==> src/rtl/cpd_pkg.sv <==
package cpd_pkg;

    typedef enum logic [1:0] {
        FLT_IDLE    = 2'd0,
        FLT_ARM     = 2'd1,
        FLT_HOLD    = 2'd2,
        FLT_RELEASE = 2'd3
    } flt_state_e;

    typedef enum logic {
        DET_CARRIER  = 1'b0,
        DET_PREAMBLE = 1'b1
    } det_mode_e;

endpackage

==> src/rtl/cpd_edge_meter.sv <==
module cpd_edge_meter #(
    parameter int unsigned WIN = 64,
    localparam int unsigned WW = (WIN > 1) ? $clog2(WIN) : 1,
    localparam int unsigned EW = $clog2(WIN + 1)
) (
    input  logic          clk,
    input  logic          rst_n,
    input  logic          rx_slice,
    input  logic [EW-1:0] edge_min,
    input  logic [EW-1:0] edge_max,
    output logic          carrier_ok
);

    logic          prev_q;
    logic [WW-1:0] win_cnt;
    logic [EW-1:0] edges;
    logic          rise;
    logic [EW-1:0] total;
    logic          win_last;

    always_comb begin
        rise     = rx_slice & ~prev_q;
        total    = edges + EW'(rise);
        win_last = (win_cnt == WW'(WIN - 1));
    end

    always_ff @(posedge clk) begin
        if (!rst_n) begin
            prev_q     <= 1'b0;
            win_cnt    <= '0;
            edges      <= '0;
            carrier_ok <= 1'b0;
        end else begin
            prev_q <= rx_slice;
            if (win_last) begin
                win_cnt    <= '0;
                edges      <= '0;
                carrier_ok <= (total >= edge_min) && (total <= edge_max);
            end else begin
                win_cnt <= win_cnt + WW'(1);
                edges   <= total;
            end
        end
    end

    assert_edges_bounded_R2: assert property (@(posedge clk) disable iff (!rst_n)
        edges <= EW'(WIN));

    assert_flag_only_at_window_R2: assert property (@(posedge clk) disable iff (!rst_n)
        (win_cnt != '0) |-> $stable(carrier_ok));

endmodule

==> src/rtl/cpd_preamble_chk.sv <==
module cpd_preamble_chk #(
    parameter int unsigned PRE_LEN = 4,
    localparam int unsigned RW = $clog2(PRE_LEN + 1)
) (
    input  logic clk,
    input  logic rst_n,
    input  logic carrier_ok,
    input  logic pll_lock,
    input  logic rx_bit,
    input  logic sym_stb,
    output logic pre_ok
);

    logic [RW-1:0] run;
    logic          last_q;
    logic          repeat_sym;

    always_comb begin
        repeat_sym = (run == '0) || (rx_bit == last_q);
        pre_ok     = (run == RW'(PRE_LEN)) && carrier_ok && pll_lock;
    end

    always_ff @(posedge clk) begin
        if (!rst_n) begin
            run    <= '0;
            last_q <= 1'b0;
        end else begin
            if (sym_stb) begin
                last_q <= rx_bit;
            end
            if (!carrier_ok) begin
                run <= '0;
            end else if (sym_stb) begin
                if (repeat_sym) begin
                    run <= RW'(1);
                end else if (run < RW'(PRE_LEN)) begin
                    run <= run + RW'(1);
                end
            end
        end
    end

    assert_run_saturates_R4: assert property (@(posedge clk) disable iff (!rst_n)
        run <= RW'(PRE_LEN));

    assert_repeat_restarts_R4: assert property (@(posedge clk) disable iff (!rst_n)
        (carrier_ok && sym_stb && run != '0 && rx_bit == last_q) |=> (run == RW'(1)));

    assert_loss_clears_run_R5: assert property (@(posedge clk) disable iff (!rst_n)
        !carrier_ok |=> (run == '0));

endmodule

==> src/rtl/cpd_filter.sv <==
module cpd_filter
    import cpd_pkg::*;
#(
    parameter int unsigned CLK_HZ = 50_000_000,
    localparam int unsigned T_Q = (CLK_HZ / 2000 > 0) ? CLK_HZ / 2000 : 1,
    localparam int unsigned T_1 = (CLK_HZ / 1000 > 0) ? CLK_HZ / 1000 : 1,
    localparam int unsigned T_3 = (3 * CLK_HZ / 1000 > 0) ? 3 * CLK_HZ / 1000 : 1,
    localparam int unsigned T_5 = (5 * CLK_HZ / 1000 > 0) ? 5 * CLK_HZ / 1000 : 1,
    localparam int unsigned TW  = $clog2(T_5 + 1)
) (
    input  logic       clk,
    input  logic       rst_n,
    input  logic       cond,
    input  logic [1:0] code,
    input  logic       restart,
    output logic       busy_n
);

    flt_state_e    state, nxt;
    logic [TW-1:0] cnt, cnt_nxt;
    logic [TW-1:0] tsel;
    logic          single;
    logic          done;

    always_comb begin
        unique case (code)
            2'd0: tsel = TW'(T_Q);
            2'd1: tsel = TW'(T_1);
            2'd2: tsel = TW'(T_3);
            2'd3: tsel = TW'(T_5);
        endcase
        single = (tsel == TW'(1));
        done   = (cnt >= tsel - TW'(1));
    end

    always_ff @(posedge clk) begin
        if (!rst_n) begin
            state <= FLT_IDLE;
            cnt   <= '0;
        end else begin
            state <= nxt;
            cnt   <= cnt_nxt;
        end
    end

    always_comb begin
        nxt     = state;
        cnt_nxt = cnt;
        if (restart) begin
            nxt     = FLT_IDLE;
            cnt_nxt = '0;
        end else begin
            unique case (state)
                FLT_IDLE: begin
                    if (cond) begin
                        nxt     = single ? FLT_HOLD : FLT_ARM;
                        cnt_nxt = single ? '0 : TW'(1);
                    end
                end
                FLT_ARM: begin
                    if (!cond) begin
                        nxt     = FLT_IDLE;
                        cnt_nxt = '0;
                    end else if (done) begin
                        nxt     = FLT_HOLD;
                        cnt_nxt = '0;
                    end else begin
                        cnt_nxt = cnt + TW'(1);
                    end
                end
                FLT_HOLD: begin
                    if (!cond) begin
                        nxt     = single ? FLT_IDLE : FLT_RELEASE;
                        cnt_nxt = single ? '0 : TW'(1);
                    end
                end
                FLT_RELEASE: begin
                    if (cond) begin
                        nxt     = FLT_HOLD;
                        cnt_nxt = '0;
                    end else if (done) begin
                        nxt     = FLT_IDLE;
                        cnt_nxt = '0;
                    end else begin
                        cnt_nxt = cnt + TW'(1);
                    end
                end
            endcase
        end
    end

    always_comb begin
        unique case (state)
            FLT_IDLE, FLT_ARM:    busy_n = 1'b1;
            FLT_HOLD, FLT_RELEASE: busy_n = 1'b0;
        endcase
    end

    assert_low_needs_cond_R6: assert property (@(posedge clk) disable iff (!rst_n)
        $fell(busy_n) |-> $past(cond));

    assert_high_needs_quiet_R7: assert property (@(posedge clk) disable iff (!rst_n)
        $rose(busy_n) |-> ($past(!cond) || $past(restart)));

    assert_cnt_in_range_R6: assert property (@(posedge clk) disable iff (!rst_n || restart)
        cnt < tsel);

    assert_restart_clears_R8: assert property (@(posedge clk) disable iff (!rst_n)
        restart |=> busy_n);

endmodule

==> src/rtl/cpd_top.sv <==
module cpd_top
    import cpd_pkg::*;
#(
    parameter int unsigned CLK_HZ  = 50_000_000,
    parameter int unsigned WIN     = 64,
    parameter int unsigned PRE_LEN = 4,
    localparam int unsigned EW = $clog2(WIN + 1)
) (
    input  logic          clk,
    input  logic          rst_n,
    input  logic          det_mode,
    input  logic [1:0]    det_time,
    input  logic [EW-1:0] edge_min,
    input  logic [EW-1:0] edge_max,
    input  logic          rx_slice,
    input  logic          rx_bit,
    input  logic          sym_stb,
    input  logic          pll_lock,
    output logic          busy_n
);

    logic       carrier_ok;
    logic       pre_ok;
    logic       cond;
    logic [2:0] cfg_q;
    logic       restart;

    cpd_edge_meter #(.WIN(WIN)) u_meter (
        .clk        (clk),
        .rst_n      (rst_n),
        .rx_slice   (rx_slice),
        .edge_min   (edge_min),
        .edge_max   (edge_max),
        .carrier_ok (carrier_ok)
    );

    cpd_preamble_chk #(.PRE_LEN(PRE_LEN)) u_pre (
        .clk        (clk),
        .rst_n      (rst_n),
        .carrier_ok (carrier_ok),
        .pll_lock   (pll_lock),
        .rx_bit     (rx_bit),
        .sym_stb    (sym_stb),
        .pre_ok     (pre_ok)
    );

    always_ff @(posedge clk) begin
        if (!rst_n) begin
            cfg_q <= '0;
        end else begin
            cfg_q <= {det_mode, det_time};
        end
    end

    always_comb begin
        restart = ({det_mode, det_time} != cfg_q);
        unique case (det_mode_e'(det_mode))
            DET_CARRIER:  cond = carrier_ok;
            DET_PREAMBLE: cond = pre_ok;
        endcase
    end

    cpd_filter #(.CLK_HZ(CLK_HZ)) u_flt (
        .clk     (clk),
        .rst_n   (rst_n),
        .cond    (cond),
        .code    (det_time),
        .restart (restart),
        .busy_n  (busy_n)
    );

endmodule

==> config.mk <==
export PLATFORM = sky130hd
export DESIGN_NAME = cpd_top
export DESIGN_NICKNAME = d
export VERILOG_FILES = /design/src/rtl/cpd_pkg.sv /design/src/rtl/cpd_edge_meter.sv /design/src/rtl/cpd_preamble_chk.sv /design/src/rtl/cpd_filter.sv /design/src/rtl/cpd_top.sv
export SDC_FILE = /design/constraint.sdc
export NUM_CORES = 1
export LEC_CHECK = 0
export ABC_AREA = 1
export CAP_MARGIN = 5
export CORE_AREA = 2 2 77 79
export CTS_BUF_LIST = sky130_fd_sc_hd__clkbuf_4 sky130_fd_sc_hd__clkbuf_8 sky130_fd_sc_hd__clkbuf_16
export DETAILED_ROUTE_END_ITERATION = 12
export DIE_AREA = 0 0 79 81
export GPL_TIMING_DRIVEN = 0
export PLACE_DENSITY = 0.77
export RECOVER_POWER = 50
export SYNTH_ARGS = -nofsm -noshare
export SYNTH_HDL_FRONTEND = slang
export SYNTH_HIERARCHICAL = 1
export SYNTH_SLANG_ARGS = --single-unit
==> constraint.sdc <==
create_clock -name clk -period 2.4 [get_ports clk]
set_input_delay 0.48 -clock clk [delete_from_list [all_inputs] [get_ports clk]]
set_output_delay 0.48 -clock clk [all_outputs]
set_load 0.1 [all_outputs]
# Word level (Yosys, flattened, before mapping)

Index checks and enable logic that the tools add are counted.

Magnitude comparators: 4
Bitwise logic cells: 4
Mux-type cells: 21
Add/sub/neg operators: 5
Eq/ne operators: 15
Reductions and logical operators: 16

Operator list:

| operator              | count |
|---|---|
| $pmux 18 s4           | 2 |
| $mux 18               | 5 |
| $add 18x1->18 const B | 1 |
| $eq 18x1->1 const B   | 1 |
| $ge 18x18->1          | 1 |
| $sub 18x1->18 const B | 1 |
| $mux 2                | 8 |
| $eq 2x2->1 const B    | 4 |
| $pmux 2 s4            | 1 |
| $reduce_or 2->1       | 4 |
| $add 7x1->7           | 1 |
| $ge 7x7->1            | 1 |
| $le 7x7->1            | 1 |
| $add 6x1->6 const B   | 1 |
| $eq 6x6->1 const B    | 1 |
| $mux 3                | 2 |
| $reduce_and 2->1      | 3 |
| $eq 2x1->1 const B    | 2 |
| $logic_not 2->1       | 2 |
| $pmux 1 s2            | 2 |
| $reduce_and 4->1      | 1 |
| $add 3x1->3 const B   | 1 |
| $eq 3x3->1 const B    | 1 |
| $logic_and 1x1->1     | 3 |
| 13 further kinds      | 15 |

Register bits after elaboration: 42
Output and inout port bits: 1
Input bits: 23
Logic and storage cells: 74

# Longest topological paths before layout

Depth in word-level cells: 7
Gate-level depth with buffers: 17
Gate-level depth less buffers: 17

# By module

The synthesis kept the hierarchy.

Modules (own cells, without submodules):

| module           | area an instance (um2) | seq. area each (um2) | cells each | times used |
|---|---|---|---|---|
| cpd_filter       | 1791.7                 | 400.4                | 291        | 1 |
| cpd_edge_meter   | 1002.2                 | 300.3                | 135        | 1 |
| cpd_preamble_chk | 232.7                  | 80.1                 | 35         | 1 |
| cpd_top          | 150.1                  | 60.1                 | 24         | 1 |

# Least setup slack after synthesis

Ideal clock, no wire load.

Path kind: input-to-reg
Start point: input det_time[0]
End point: register (tool-made name)
Required time: 2.287 ns
Slack: 0.129 ns
Setup time: 0.113 ns
Cell stages on the path: 16
Data arrival time: 2.158 ns
Path buffers: 0
Cells stage by stage: inv_1 > ha_1 > nor3_1 > nor3_1 > nor3_1 > ha_1 > nand2_1 > inv_1 > nand2_1 > nor3_1 > nand2_1 > nand3_2 > nand2_1 > nand2_1 > nand2_1 > nor2_1

RTL lines:

| element            | line          | RTL |
|---|---|---|
| start: declaration | cpd_top.sv:12 | `input logic [1:0] det_time,` |

==> metrics.yaml <==
synth:
  synth_area_um2: 3180
  synth_edf_count: 0
  ys_seq_elements: 42
  netlist-cell-type-count: 33
  syn_nets: 549
  syn_inst: 485
  synth-seq-area-share: 0.265
  ys.flop_type: "dfxtp_1"
  avgSynthCellArea_um2: 6.55
  synth-async-reset-ratio: 0
  yosys_warnings: 6
setup_path:
  cp_data_arrival_time_ns: 1.82
  cp-end-kind: "output port"
  critPathLaunchType: "flip-flop"
  rrSetupSlack_ns: 0.27
  worstPathMaxFanout: 3
  critPathKind: "reg -> out"
  crit_required_ns: 1.92
clock_network:
  clock_path_buffers: 2
  h-tree-depth: 2
  clock_latency_ns: 0.29
  root_buffer: "clkbuf_8"
  cts_sinks: 42
  cts_buffers: 5
  cts_hold_buf: 0
  cts_tree: "built"
  clk_pin_slew_worst_paths_ns: 0.08
detailed_routing:
  wl_um: 6930
  final_antenna_net_count: 0
  drc_errors: 0
  wl_per_cell_um: 11.6
  viasPerCell: 4.93
  vias: 2950
  drt_first_pass_iters: 4
  drt_iter0_drc: 221
floorplan:
  num_io_pins: 24
  die_w_um: 79
  die_area_um2: 6400
  start_util: 0.560
  fp.coreArea_um2: 5680
  row_count: 28
  die_h_um: 81
timing:
  finalClockSkew_ns: 0.00735
  fin_crit_ns: 2.30
  slew_viol_final: 0
  period_share: 0.958
  fin_ws_ns: 0.101
  finalSetupViolCount: 0
  whs_ns: 0.428
  clock.fmax_mhz: 435
  slew_headroom: 0.358
  tightest_slew_ns: 0.959
  hold_viol: 0
power:
  p_leak_nw: 1.80
  powerDensity_nw_per_um2: 383
  peakVddDrop_mv: 0.336
global_route:
  antenna_found_initial: 0
  grt_max_degree: 15
  gr-total-overflow: 0
  grt_usage: 0.231
  grt_pass1_vias: 2875
  grt_first_pass_wirelength_um: 12000
finish:
  final_nets: 586
  syn_to_final_growth_pct: 20.1
  drive_gt1_frac: 0.130
  final_common_cell: "nand2_1"
  final_cell_count_no_fill: 598
  final_cell_mix: "131 x nand2_1, 82 x inv_1, 60 x nor2_1, 42 x dfxtp_1, 34 x ha_1"
  fillers: 501
  design_area_um2: 3820
  antenna_cells: 0
min_path:
  hold_class: "in -> reg"
placed_design:
  gp_congestion: 0.824
  place_ws_ns: -1.18
  place_inst: 583
  dpl.hpwl_um: 5070
  place_area_um2: 3500
  portBuffers: 23
flow_run:
  drv_cap: 0
status:
  outcome: "finished clean"
-- critical path, stage by stage (launching register included) --
cell             delay, ns
dfxtp_1               0.32
inv_1                 0.08
clkdlybuf4s50_1       1.13
-- cell type report --
type / instances / area [um^2] / share of cell area
Multi-Input combinational cell: 347 / 2090 / 0.549
Sequential cell: 42 / 841 / 0.220
Inverter: 90 / 343 / 0.0898
Timing Repair Buffer: 30 / 288 / 0.0754
Tap cell: 75 / 93.8 / 0.0246
Clock buffer: 5 / 68.8 / 0.0180
Clock inverter: 3 / 43.8 / 0.0115
Buffer: 6 / 43.8 / 0.0115
-- flip-flops by register name, summed over array words and instances (netlist names), named ones only --
| signal | cells |
|---|---|
| u_meter/carrier_ok | 1 |
| u_flt/state | 1 |
| cfg_q | 3 |
| u_pre/run | 3 |
| u_meter/prev_q | 1 |
| u_meter/win_cnt | 6 |
| u_pre/last_q | 1 |
| u_flt/cnt | 18 |
| u_meter/edges | 7 |
-- timing repair --
| item | CTS | global route |
|---|---|---|
| endpoints found under the setup margin | 21 | 21 |
| resized for setup | 31 | 18 |
| setup buffers | 3 | 3 |
| gates cloned | 1 | 0 |
| pin swaps | 11 | 5 |
-- worst paths after layout --
| path | startpoint | endpoint | cells past startpoint |
|---|---|---|---|
| max | flip-flop | busy_n | 2 |
| min | det_time[1] | cfg_q[1]$_SDFF_PN0_ | 3 |
| max reg2reg | u_meter/prev_q$_SDFF_PN0_ | u_meter/carrier_ok$_SDFFE_PN0P_ | 14 |
| min reg2reg | u_meter/win_cnt[0]$_SDFF_PP0_ | u_meter/win_cnt[0]$_SDFF_PP0_ | 1 |
-- per-layer routing --
metal,track usage,share of wire,vias up
met1,0.251,0.43,1323
met2,0.456,0.53,49
met5,0,0,-
li1,-,-,1569
met4,0.0741,0.012,0
met3,0.0378,0.033,9
-- cell families (layout without fill, tap and decap cells) --
family                     Yosys count  count (layout)  synth area share
xor gates and xnor gates            12              12            0.0355
AOI/OAI and AO/OA                   37              37            0.0614
adders and majority gates           41              41             0.161
other                                1               1           0.00118
and+or+nand+nor                    256             256             0.353
DFF                                 42              42             0.265
buffers and inverters               96             134             0.122
-- synthesized netlist by cell type (4+ instances only) --
cell type  number  area, um^2
nand2_1       132         495
inv_1          85         319
nor2_1         63         236
dfxtp_1        42         841
ha_1           41         513
a21oi_1        25         125
nand3_1        19        95.1
nand4_1         8        50.1
nor2_2          8        50.1
nor3_1          8        40.0
o21ai_0         8        40.0
xor2_1          8        70.1
nand3_2         6        60.1
inv_2           4        15.0
-- power breakdown --
group / switching, mW / leakage (nW) / internal [mW]
clock: 0.255 / 0.0585 / 0.312
sequential: 0.00735 / 0.341 / 0.708
combinational: 0.0944 / 1.40 / 0.0855
total: 0.356 / 1.80 / 1.11
-- per-stage QoR --
| stage | TNS (ns) | total power [mW] | util |
|---|---|---|---|
| after floorplan | 0 | 0.829 | - |
| after CTS | 0 | 1.47 | 0.657 |
| after global placement | -19.62 | 0.891 | 0.617 |
| after global routing | -0.0507 | 1.53 | 0.672 |
| final | 0 | 1.46 | 0.672 |
| after detailed placement | -21.51 | 0.897 | 0.617 |
Note: power is estimated with default switching activity, not from simulation.
